File: config.mk
export PLATFORM = sky130hd
export DESIGN_NAME = audio_dma_regbank
export DESIGN_NICKNAME = d
export VERILOG_FILES = /design/src/rtl/ardb_pkg.sv /design/src/rtl/ardb_decode.sv /design/src/rtl/ardb_ahb_ctrl.sv /design/src/rtl/ardb_irq.sv /design/src/rtl/audio_dma_regbank.sv
export SDC_FILE = /design/constraint.sdc
export NUM_CORES = 1
export LEC_CHECK = 0
export BUFFER_PORTS_ARGS = -buffer_cell sky130_fd_sc_hd__buf_2
export CORE_ASPECT_RATIO = 0.75
export CORE_MARGIN = 1.5
export CORE_UTILIZATION = 55
export DETAILED_ROUTE_END_ITERATION = 16
export PLACE_DENSITY_LB_ADDON = 0.25
export SLEW_MARGIN = 40
export SYNTH_ARGS = -nofsm -noshare
export SYNTH_HDL_FRONTEND = slang
export SYNTH_SLANG_ARGS = --single-unit
export TNS_END_PERCENT = 100
File: constraint.sdc
create_clock -name clk -period 6.4 [get_ports clk]
set_clock_uncertainty 0.2 [all_clocks]
set_input_delay 0.96 -clock clk [delete_from_list [all_inputs] [get_ports clk]]
set_output_delay 0.96 -clock clk [all_outputs]
set_load 0.02 [all_outputs]
File: src/rtl/ardb_pkg.sv
package ardb_pkg;
  localparam int NREG   = 17;
  localparam int I_CTRL = 0;
  localparam int I_AHB  = 8;
  localparam int I_SIZE = 10;
  localparam int I_CNT  = 11;
  localparam logic [31:0] CTRL_WMASK = 32'h8295_007F;
  localparam logic [31:0] AHB_WMASK  = 32'hFF00_00FB;
  localparam logic [31:0] SIZE_RST   = 32'h7FFF_0000;

  function automatic logic [31:0] wmask(input int idx);
    case (idx)
      I_CTRL:  return CTRL_WMASK;
      I_AHB:   return AHB_WMASK;
      I_CNT:   return 32'h0;
      default: return 32'hFFFF_FFFF;
    endcase
  endfunction

  function automatic logic [31:0] rstval(input int idx);
    return (idx == I_SIZE) ? SIZE_RST : 32'h0;
  endfunction
endpackage

File: src/rtl/ardb_decode.sv
module ardb_decode #(
  parameter int ADDR_W = 8,
  parameter int NREG   = 17,
  localparam int IW    = $clog2(NREG)
) (
  input  logic [ADDR_W-1:0] addr,
  output logic [IW-1:0]     idx,
  output logic              legal
);
  localparam logic [ADDR_W-3:0] LIMIT = (ADDR_W-2)'(NREG);
  logic [ADDR_W-3:0] word;

  assign word  = addr[ADDR_W-1:2];
  assign legal = (addr[1:0] == 2'b00) && (word < LIMIT);
  assign idx   = word[IW-1:0];
endmodule

File: src/rtl/ardb_ahb_ctrl.sv
module ardb_ahb_ctrl #(
  parameter int LVL_N = 4
) (
  input  logic [31:0]      cur,
  input  logic [31:0]      wdata,
  input  logic             wr,
  input  logic [LVL_N-1:0] lvl_set,
  input  logic             done_set,
  output logic [31:0]      nxt,
  output logic             illegal,
  output logic             clr_hit,
  output logic             en_chg,
  output logic             en_fall
);
  logic acc;

  assign illegal = wr && wdata[0] && (!wdata[5] || !wdata[3] || wdata[6]);
  assign acc     = wr && !illegal;
  assign en_chg  = acc && (wdata[0] != cur[0]);
  assign en_fall = en_chg && cur[0];

  always_comb begin
    nxt     = cur;
    clr_hit = 1'b0;
    if (acc) begin
      for (int i = 0; i < LVL_N; i++) begin
        if (wdata[16+i] && cur[20+i]) begin
          nxt[20+i] = 1'b0;
          clr_hit   = 1'b1;
        end
      end
      if (wdata[1] && cur[2]) begin
        nxt[2]  = 1'b0;
        clr_hit = 1'b1;
      end
      nxt = (nxt & ~ardb_pkg::AHB_WMASK) | (wdata & ardb_pkg::AHB_WMASK);
    end
    for (int i = 0; i < LVL_N; i++) begin
      if (lvl_set[i]) nxt[20+i] = 1'b1;
    end
    if (done_set) nxt[2] = 1'b1;
  end
endmodule

File: src/rtl/ardb_irq.sv
module ardb_irq (
  input  logic clk,
  input  logic rst_n,
  input  logic soft_rst,
  input  logic set_any,
  input  logic drop,
  output logic irq
);
  always_ff @(posedge clk) begin
    if (!rst_n)        irq <= 1'b0;
    else if (soft_rst) irq <= 1'b0;
    else if (set_any)  irq <= 1'b1;
    else if (drop)     irq <= 1'b0;
  end
endmodule

File: src/rtl/audio_dma_regbank.sv
module audio_dma_regbank #(
  parameter int ADDR_W = 8,
  parameter int LVL_N  = 4,
  parameter int CNT_W  = 24
) (
  input  logic              clk,
  input  logic              rst_n,
  input  logic              wr_en,
  input  logic              rd_en,
  input  logic [ADDR_W-1:0] addr,
  input  logic [31:0]       wdata,
  output logic [31:0]       rdata,
  output logic              rd_valid,
  output logic              err,
  input  logic [LVL_N-1:0]  lvl_set,
  input  logic              done_set,
  input  logic              cnt_ld,
  input  logic [CNT_W-1:0]  cnt_val,
  output logic              dma_en,
  output logic              dma_en_chg,
  output logic              irq
);
  import ardb_pkg::*;
  localparam int IW = $clog2(NREG);

  logic [31:0] regs_q [NREG];
  logic [31:0] nxt    [NREG];
  logic [IW-1:0] idx;
  logic legal, wr_ok, soft_rst, size_bad, cnt_bad, size_zero_cnt;
  logic [31:0] ahb_nxt;
  logic ahb_illegal, clr_hit, en_chg, en_fall;

  ardb_decode #(.ADDR_W(ADDR_W), .NREG(NREG)) u_dec (
    .addr(addr), .idx(idx), .legal(legal));

  assign wr_ok    = wr_en && legal;
  assign soft_rst = wr_ok && (int'(idx) == I_CTRL) && !wdata[31] && regs_q[I_CTRL][31];
  assign size_bad = wr_ok && (int'(idx) == I_SIZE) && (wdata == 32'h0);
  assign cnt_bad  = wr_ok && (int'(idx) == I_CNT);
  assign size_zero_cnt = wr_ok && (int'(idx) == I_SIZE) && !size_bad &&
    ({{(CNT_W-16){1'b0}}, wdata[31:16]} <= regs_q[I_CNT][CNT_W-1:0]);

  ardb_ahb_ctrl #(.LVL_N(LVL_N)) u_ahb (
    .cur(regs_q[I_AHB]), .wdata(wdata),
    .wr(wr_ok && (int'(idx) == I_AHB)),
    .lvl_set(lvl_set), .done_set(done_set),
    .nxt(ahb_nxt), .illegal(ahb_illegal), .clr_hit(clr_hit),
    .en_chg(en_chg), .en_fall(en_fall));

  always_comb begin
    for (int k = 0; k < NREG; k++) nxt[k] = regs_q[k];
    if (wr_ok && !size_bad && (int'(idx) != I_CNT) && (int'(idx) != I_AHB))
      nxt[idx] = (regs_q[idx] & ~wmask(int'(idx))) | (wdata & wmask(int'(idx)));
    nxt[I_AHB] = ahb_nxt;
    if (cnt_ld) nxt[I_CNT] = 32'(cnt_val);
    if (size_zero_cnt) nxt[I_CNT] = 32'h0;
    if (soft_rst) begin
      for (int k = 0; k < NREG; k++) nxt[k] = rstval(k);
      nxt[I_CTRL] = wdata & CTRL_WMASK;
    end
  end

  for (genvar g = 0; g < NREG; g++) begin : g_reg
    always_ff @(posedge clk) begin
      if (!rst_n) regs_q[g] <= rstval(g);
      else        regs_q[g] <= nxt[g];
    end
  end

  ardb_irq u_irq (
    .clk(clk), .rst_n(rst_n), .soft_rst(soft_rst),
    .set_any((|lvl_set) || done_set),
    .drop(clr_hit || en_fall), .irq(irq));

  always_ff @(posedge clk) begin
    if (!rst_n) begin
      rdata      <= 32'h0;
      rd_valid   <= 1'b0;
      err        <= 1'b0;
      dma_en_chg <= 1'b0;
    end else begin
      rd_valid   <= rd_en;
      if (rd_en) rdata <= legal ? regs_q[idx] : 32'h0;
      err        <= ((wr_en || rd_en) && !legal) || size_bad || cnt_bad || ahb_illegal;
      dma_en_chg <= en_chg && !soft_rst;
    end
  end

  assign dma_en = regs_q[I_AHB][0];
endmodule

### Yosys cells after proc, flatten, opt, wreduce, memory -nomap -nowiden

Memories as Yosys holds them, arrays and structs flattened.
Cells that the tools add are included.

| storage, ports and cells | value |
|---|---|
| bits in registers | 36 |
| memory bits (writable) | 544 |
| input port bits | 74 |
| output and inout bits | 37 |
| logic and storage cells | 144 |
| memories kept | 1 |

| operators by class | value |
|---|---|
| magnitude comparators | 4 |
| equal/unequal tests | 8 |
| mux-type cells | 53 |
| bitwise operators | 24 |
| reduce and logical (&&, ||, !) cells | 49 |

Memories:

| name | words | width | read ports | clocked after memory_dff | wr ports | RTL line | source |
|---|---|---|---|---|---|---|---|
| regs_q | 17 | 32 | 18 | 0 | 17 | audio_dma_regbank.sv:26 | `logic [31:0] regs_q [NREG];` |

Operators with widths:

| kind | number |
|---|---|
| 2-to-1 mux 544 bit | 2 |
| 2-to-1 mux 32 bit | 23 |
| bitwise mux 544 bit | 1 |
| demux 32 bit (select 5 bit) | 1 |
| one-hot mux 32 bit (3 select lines) | 1 |
| bitwise AND 32 bit | 2 |
| zero test 32 bit | 1 |
| inverter 32 bit | 1 |
| bitwise OR 24 x 32 -> 32 bit | 1 |
| bitwise OR 32 bit | 1 |
| logical AND 1 bit | 27 |
| 2-to-1 mux 1 bit | 25 |
| <= comparator 16 x 24 -> 1 bit | 1 |
| bitwise OR 1 bit | 17 |
| equality test 5 bit (second input constant) | 3 |
| equality test 5 x 4 -> 1 bit (second input constant) | 2 |
| zero test 5 bit | 2 |
| inequality test 5 bit (second input constant) | 2 |
| logical OR 1 bit | 8 |
| zero test 1 bit | 7 |
| >= comparator 6 bit (second input constant) | 1 |
| less-than comparator 6 x 1 -> 1 bit (second input constant) | 1 |
| less-than comparator 6 x 5 -> 1 bit (second input constant) | 1 |
| inverter 5 -> 6 bit | 1 |
| other kinds (6) | 6 |

### Depth between registers and ports, before layout

Gate-level depths: netlist of the first run.

| logic depth | value |
|---|---|
| depth after elaboration | 19 |
| gate-level depth with buffers | 11 |

### Hierarchy

From an unflattened synthesis of the first run, not the netlist that was laid out.

| second synthesis, totals | value |
|---|---|
| cells, all modules | 2559 |
| area total of the unflattened synthesis | 24649.9 µm² |

Modules (own cells, without submodules):

| module | times used | cells each | area each (µm²) | sequential area each (µm²) |
|---|---|---|---|---|
| audio_dma_regbank | 1 | 2496 | 24089.4 | 11591.1 |
| ardb_ahb_ctrl | 1 | 52 | 460.4 | 0.0 |
| ardb_decode | 1 | 7 | 60.1 | 0.0 |
| ardb_irq | 1 | 4 | 40.0 | 20.0 |

### Worst setup path after synthesis of the first run

No wires, ideal clock.

| timing | value |
|---|---|
| kind | input to register |
| start point | in addr[2] |
| end point | reg rdata[6] |
| setup time | 0.128 ns |
| arrival | 2.847 ns |
| data required time | 6.072 ns |
| setup slack | 3.225 ns |
| stages | 8 |
| path buffers | 5 |
| cells stage by stage | buf_2 > buf_4 > buf_4 > buf_4 > buf_2 > mux4_2 > a221oi_1 > o21ai_0 |

| on the way | value |
|---|---|
| word-level cells in the longest chain between the ends | 3 |
| elaborated cells on any way between the ends | 4 |
| classes of those cells | order compare (1); mux (1); reduce/logical (1); memory (1) |

Ends and longest elaborated chain:

| item | RTL line | source |
|---|---|---|
| start, declared | audio_dma_regbank.sv:10 | `input logic [ADDR_W-1:0] addr,` |
| less-than comparator 6 x 5 -> 1 bit | ardb_decode.sv:14 | `assign legal = (addr[1:0] == 2'b00) && (word < LIMIT);` |
| logical AND 1 bit | ardb_decode.sv:14 |  |
| 2-to-1 mux 32 bit * | audio_dma_regbank.sv:83 | `if (rd_en) rdata <= legal ? regs_q[idx] : 32'h0;` |
| end signal, assigned | audio_dma_regbank.sv:83 |  |
| end, declared | audio_dma_regbank.sv:12 | `output logic [31:0] rdata,` |

Every way passes the cells marked *; elsewhere a longest branch is shown, timed or not.
A chain may end at the register's enable or synchronous reset.

==> results.md, run 1 <==
* H-tree depth at 2
* Routed vias at 20.3k
* Area delta synth->final at 11.1%
* Total gr overflow at 0
* Crit share post-route at 59.5%
* Critical Path End Type: flip-flop
* Max-cap viol count at 0
* Initial antenna violation count at 0
* CTS Hold Bufs at 0
* Gr usage total at 32.3%
* Kind of start point of the critical path: input port
* Top post-synthesis cells by count: 568 x dfxtp_1, 318 x nor2_1, 299 x nand2_1
* Status: completed
* Post-Route Setup TNS at 0 ns
* PortBufs at 110
* Number of remaining DRC errors at 0
* CTS tree: done
* FMAX at 0.263 GHz
* TritonRoute pass-1 iters at 6
* Yosys top cell area share at 47.4%
* Arrival @ worst endpoint at 4.04 ns
* Yosys warns at 0
* Asr flop ratio synth at 0%
* Slew @ Worst Pin at 0.900 ns
* Clk sinks at 568
* Post-cts sizing count at 0
* Seq/Total Area, Yosys at 47.4%
* Pwr/cell area at 273 nW/µm²
* Top cells by area, synth: dfxtp_1 47%, mux4_2 8.6%, a211oi_1 8.1%
* Hold/Removal Path Class: reg -> reg
* Syn avg cell area at 9.38 µm²
* Fin crit period at 3.81 ns
* Clock slew at reported path FFs at 0.07 ns
* Chip width at 244 µm
* Most common cell in the netlist: dfxtp_1
* Die Area at 44900 µm²
* Number of synthesized flops with an enable pin at 0
* Core Area at 43200 µm²
* Unrepaired setup endpoints after global routing: false
* Post-CTS Setup Bufs at 0
* Antenna Nets Post-Route at 0
* Via density at 6.43
* Required time of the critical path at 6.63 ns
* Syn_nets at 2646
* Crit. Startpoint: addr[2]
* Largest net degree at the start of global routing at 181
* Routability cong. at 0.886
* Fin. max-slew vios at 0
* TritonCTS Buffers at 54
* Static Leak at 9.13 nW
* # setup viols final at 0
* Mapped Cells at 2556
* I/O pin count at 111
* Detailed Route Iter0 Violations at 2366
* Post-detail-place hpwl at 48000 µm
* Worst vdd rail ir drop at 205 µV
* First-pass GRT wire length at 113000 µm
* Synth cell types at 62
* Longest Clk Path Bufs at 3
* Cell area after synthesis at 24000 µm²
* Design Area, Final at 26600 µm²
* Max FO, Critical Path at 180
* Beginning of the worst register-to-register path: regs_q[0][31]
* Kind of critical path: in -> reg
* Post-synth top area cell: dfxtp_1
* Share of layout cells above drive strength 1 at 16.4%
* Ys flop type: dfxtp_1
* Root Buffer: clkbuf_16
* Final Routed Wirelength at 73300 µm
* Die H at 184 µm
* Final nets at 2624
* Hold Fails Final Rpt at 0
* Register bit total from synthesis at 568
* Post-DP Area at 24800 µm²
* Clock Latency Late Sink at 0.60 ns
* Vias in the first global route at 19.2k
* Post-DR wirelength/cell at 23.2 µm
* Worst slew margin at 39.2%
* Hold_sp: regs_q[6][13]
* Num rows at 66
* WHS at 0.247 ns
* Starting density of the core at 55.5%
registers in the layout (all words and copies together) (netlist names):
name and cells:
rd_valid 1, u_irq.irq 1, err 1, dma_en_chg 1, rdata 32, regs_q 532
worst max-delay path, cell delays in order:
cell and delay, ns:
buf_8 0.21, buf_16 0.26, or2_1 0.47, o41ai_4 0.48, buf_12 0.65, buf_4 0.79
a211oi_1 0.12
placed cells by master, fill, tap and decap left out, types with 15 or more instances in the layout:
master / n
a21oi_1: 69
nand3_1: 73
clkbuf_16: 57
a211oi_1: 260
buf_4: 50
inv_1: 17
o22ai_1: 28
nor3_1: 39
mux2_2: 19
nor2_1: 294
dfxtp_1: 568
nor2_2: 22
nand2_1: 299
o21ai_1: 41
ha_1: 16
o21ai_0: 173
and2_1: 22
buf_2: 105
nor2b_1: 31
nand2b_1: 15
o211ai_1: 17
mux4_2: 92
mux2i_1: 77
layout make-up:
type                       instances  area, µm²
sequential                       568      11400
fill                            3484      16500
multi-input combinational       1729      11600
antenna                            1       2.50
timing repair buffer             164       1070
clock inverter                    21        168
tap                              578        723
clock buffer                      76       1610
inverter                          17       63.8
metal layers:
layer / GRT usage, % / wire (µm) / vias to the layer above
met3: 9.84 / 8610 / 164
li1: - / - / 9164
met4: 9.85 / 2100 / 0
met1: 45.8 / 31900 / 9880
met5: 0 / 0 / -
met2: 47.0 / 30600 / 1080
final timing paths:
path	end	slack, ns	cells after the start
worst max-delay path	regs_q[14][2]	2.59	7
worst min-delay path	regs_q[6][13]	0.25	2
worst max register to register	regs_q[14][2]	3.41	5
worst min register to register	regs_q[6][13]	0.25	2
metrics by stage:
step / power [W] / cells / setup WS [ns] / util [%]
after floorplan: 0.00394 / 2556 / 3.22 / -
after global placement: 0.00410 / 3046 / 2.02 / 57.0
after detailed placement: 0.00412 / 3054 / 1.97 / 57.4
after CTS: 0.00728 / 3151 / 2.60 / 61.6
after global routing: 0.00747 / 3153 / 2.39 / 61.7
final: 0.00728 / 3154 / 2.59 / 61.7
power breakdown:
| group | switching, W | internal (W) |
|---|---|---|
| combinational | 0.000346 | 0.000140 |
| clock | 0.00140 | 0.00183 |
| sequential | 0.0000205 | 0.00355 |
| total | 0.00177 | 0.00552 |
kinds of logic after synthesis:
group / count (synthesis) / share of synthesized area [%]
mux: 188 / 12.7
xor+xnor: 1 / 0.0365
fa+ha+maj: 16 / 0.835
buf+inv: 259 / 4.74
compound gates: 663 / 18.1
flops: 568 / 47.4
simple gates: 861 / 16.2
Note: power is estimated with default switching activity, not from simulation.
==> inputs of run 2 (changes only) <==
clock period = 3.5 ns   (was 6.4 ns; I/O delays follow)
==> run 2 against run 1 <==
  * Utilization increased by 1.6 points
  * First-iteration DRC count down 3.9%
  * Critical path type unchanged
  * Largest power group unchanged
  * Sequential share of layout area down 1.1 points
  * Clock power is 89% higher
  * Setup slack worse by 1.7 ns
  * Final area rose by 2.5%
  * Count of clock-buffer cells in the layout up 1
  * Sequential power increased by 83%
  * Critical endpoint is now regs_q[3][28]
  * Combinational power increased by 97%
  * Routed wire length increased by 0.71%
  * Global-route usage increased by 0.39 points
  * Final cell count up 2.0%
==> results.md, run 2 (synthesis gave the netlist of run 1 again) <==
* Status: completed
* TritonCTS Buffers at 53 (-1.9%)
* Starting density of the core at 55.5% (unchanged)
* Largest net degree at the start of global routing at 73 (-60%)
* Die H at 184 µm (unchanged)
* Unrepaired setup endpoints after global routing: false
* Routability cong. at 0.915 (+3.2%)
* # setup viols final at 0 (unchanged)
* Core Area at 43200 µm² (unchanged)
* CTS Hold Bufs at 5 (+5)
* Hold/Removal Path Class: in -> reg
* Longest Clk Path Bufs at 3 (unchanged)
* Register area at 11400 µm² (unchanged)
* Static Leak at 9.50 nW (+4.0%)
* Post-CTS Setup Bufs at 0 (unchanged)
* Routed vias at 20.4k (+0.38%)
* H-tree depth at 2 (unchanged)
* Root Buffer: clkbuf_16
* Biggest regs: regs_q x532, rdata x32
* Die Area at 44900 µm² (unchanged)
* Commonest non-fill, non-tap cell in the layout: dfxtp_1
* Layout fillers at 3484 (unchanged)
* Detailed Route Iter0 Violations at 2273 (-3.9%)
* Vias in the first global route at 19.3k (+0.43%)
* Area delta synth->final at 13.9%
* Gr usage total at 32.6% (+0.39 points)
* Max-cap viol count at 0 (unchanged)
* Via density at 6.33 (-1.6%)
* Hold Fails Final Rpt at 0 (unchanged)
* Place WS at 0.287 ns (-1.68 ns)
* TritonRoute pass-1 iters at 6 (unchanged)
* Area taken by multi-input logic gates at 11600 µm² (about the same)
* Final Routed Wirelength at 73800 µm (+0.71%)
* Total gr overflow at 0 (unchanged)
* Number of remaining DRC errors at 0 (unchanged)
* Clk sinks at 568 (unchanged)
* Slew @ Worst Pin at 0.889 ns (-0.0112 ns)
* Post-Route Setup TNS at 0 ns (unchanged)
* I/O pin count at 111 (unchanged)
* Worst vdd rail ir drop at 389 µV (+90%)
* Final nets at 2683 (+2.2%)
* Num rows at 66 (unchanged)
* Worst slew margin at 40.5% (+1.3 points)
* Kind of start point of the critical path: input port
* Post-detail-place hpwl at 49300 µm (+2.7%)
* Most frequent cells in the layout: 568 x dfxtp_1, 299 x nand2_1, 292 x nor2_1
* Arrival @ worst endpoint at 2.89 ns (-1.15 ns)
* Biggest register: regs_q
* Share of layout cells above drive strength 1 at 18.0% (+1.6 points)
* Kind of critical path: in -> reg
* Required time of the critical path at 3.75 ns (-2.88 ns)
* Max FO, Critical Path at 32 (-82%)
* Fin worst setup slack at 0.853 ns (-1.74 ns)
* Critical Path End Type: flip-flop
* Fin. max-slew vios at 0 (unchanged)
* CTS tree: done
* Crit share post-route at 75.6%
* PortBufs at 110 (unchanged)
* First-pass GRT wire length at 114000 µm (+1.1%)
* Post-DR wirelength/cell at 22.9 µm (-1.2%)
* Initial antenna violation count at 3 (+3)
* Fin crit period at 2.65 ns
* Chip width at 244 µm (unchanged)
* Post-cts sizing count at 0 (unchanged)
* FMAX at 0.378 GHz
* Pwr/cell area at 497 nW/µm² (+82%)
* Max reg flops at 532 (unchanged)
* Antenna Nets Post-Route at 0 (unchanged)
* Clock Latency Late Sink at 0.60 ns (about the same)
* Clock slew at reported path FFs at 0.07 ns (about the same)
[run 2: layout make-up]
cell class / count / share of cell area, %
inverters: 17 / 0.234
clock inverters: 21 / 0.957
multi-input cells: 1729 / 42.6
repair buffers: 224 / 6.17
clock buffers: 77 / 5.78
flip-flops and latches: 568 / 41.6
diodes: 2 / 0.0183
well taps: 578 / 2.65
[run 2: path summary, 6_finish.rpt]
path	start	to	slack (ns)	cells past startpoint
max reg2reg	regs_q[11][5]	regs_q[11][13]	0.94	8
min	cnt_val[19]	regs_q[11][19]	0.02	3
min reg2reg	regs_q[6][21]	regs_q[6][21]	0.25	2
max	addr[7]	regs_q[3][28]	0.85	7
[run 2: metrics by stage]
stage,instances,total power (W),hold WS [ns],cell area (µm²),utilization (%)
after global routing,3215,0.0139,0.0303,27300,63.3
after detailed placement,3111,0.00759,0.240,25400,58.8
after floorplan,2556,0.00721,0.220,24000,-
after CTS,3214,0.0136,0.00934,27300,63.1
after global placement,3111,0.00757,0.229,25400,58.7
final,3216,0.0136,0.0183,27300,63.3
[run 2: critical path: stages]
cell,delay [ns]
buf_2,0.12
or4b_1,0.74
buf_4,0.26
o41ai_4,0.40
buf_4,0.34
buf_4,0.38
a211oi_1,0.10
[run 2: per-layer routing]
layer / wire [µm] / GRT usage [%] / vias to the layer above
li1: - / - / 9300
met1: 32100 / 46.9 / 9865
met5: 13 / 0 / -
met4: 2080 / 9.90 / 2
met3: 7730 / 6.89 / 151
met2: 31900 / 49.3 / 1048
[run 2: power breakdown]
group	total [W]	internal [W]	switching (W)
registers	0.00653	0.00650	0.0000347
logic	0.000956	0.000306	0.000650
clock network	0.00610	0.00357	0.00254
total	0.0136	0.0104	0.00322
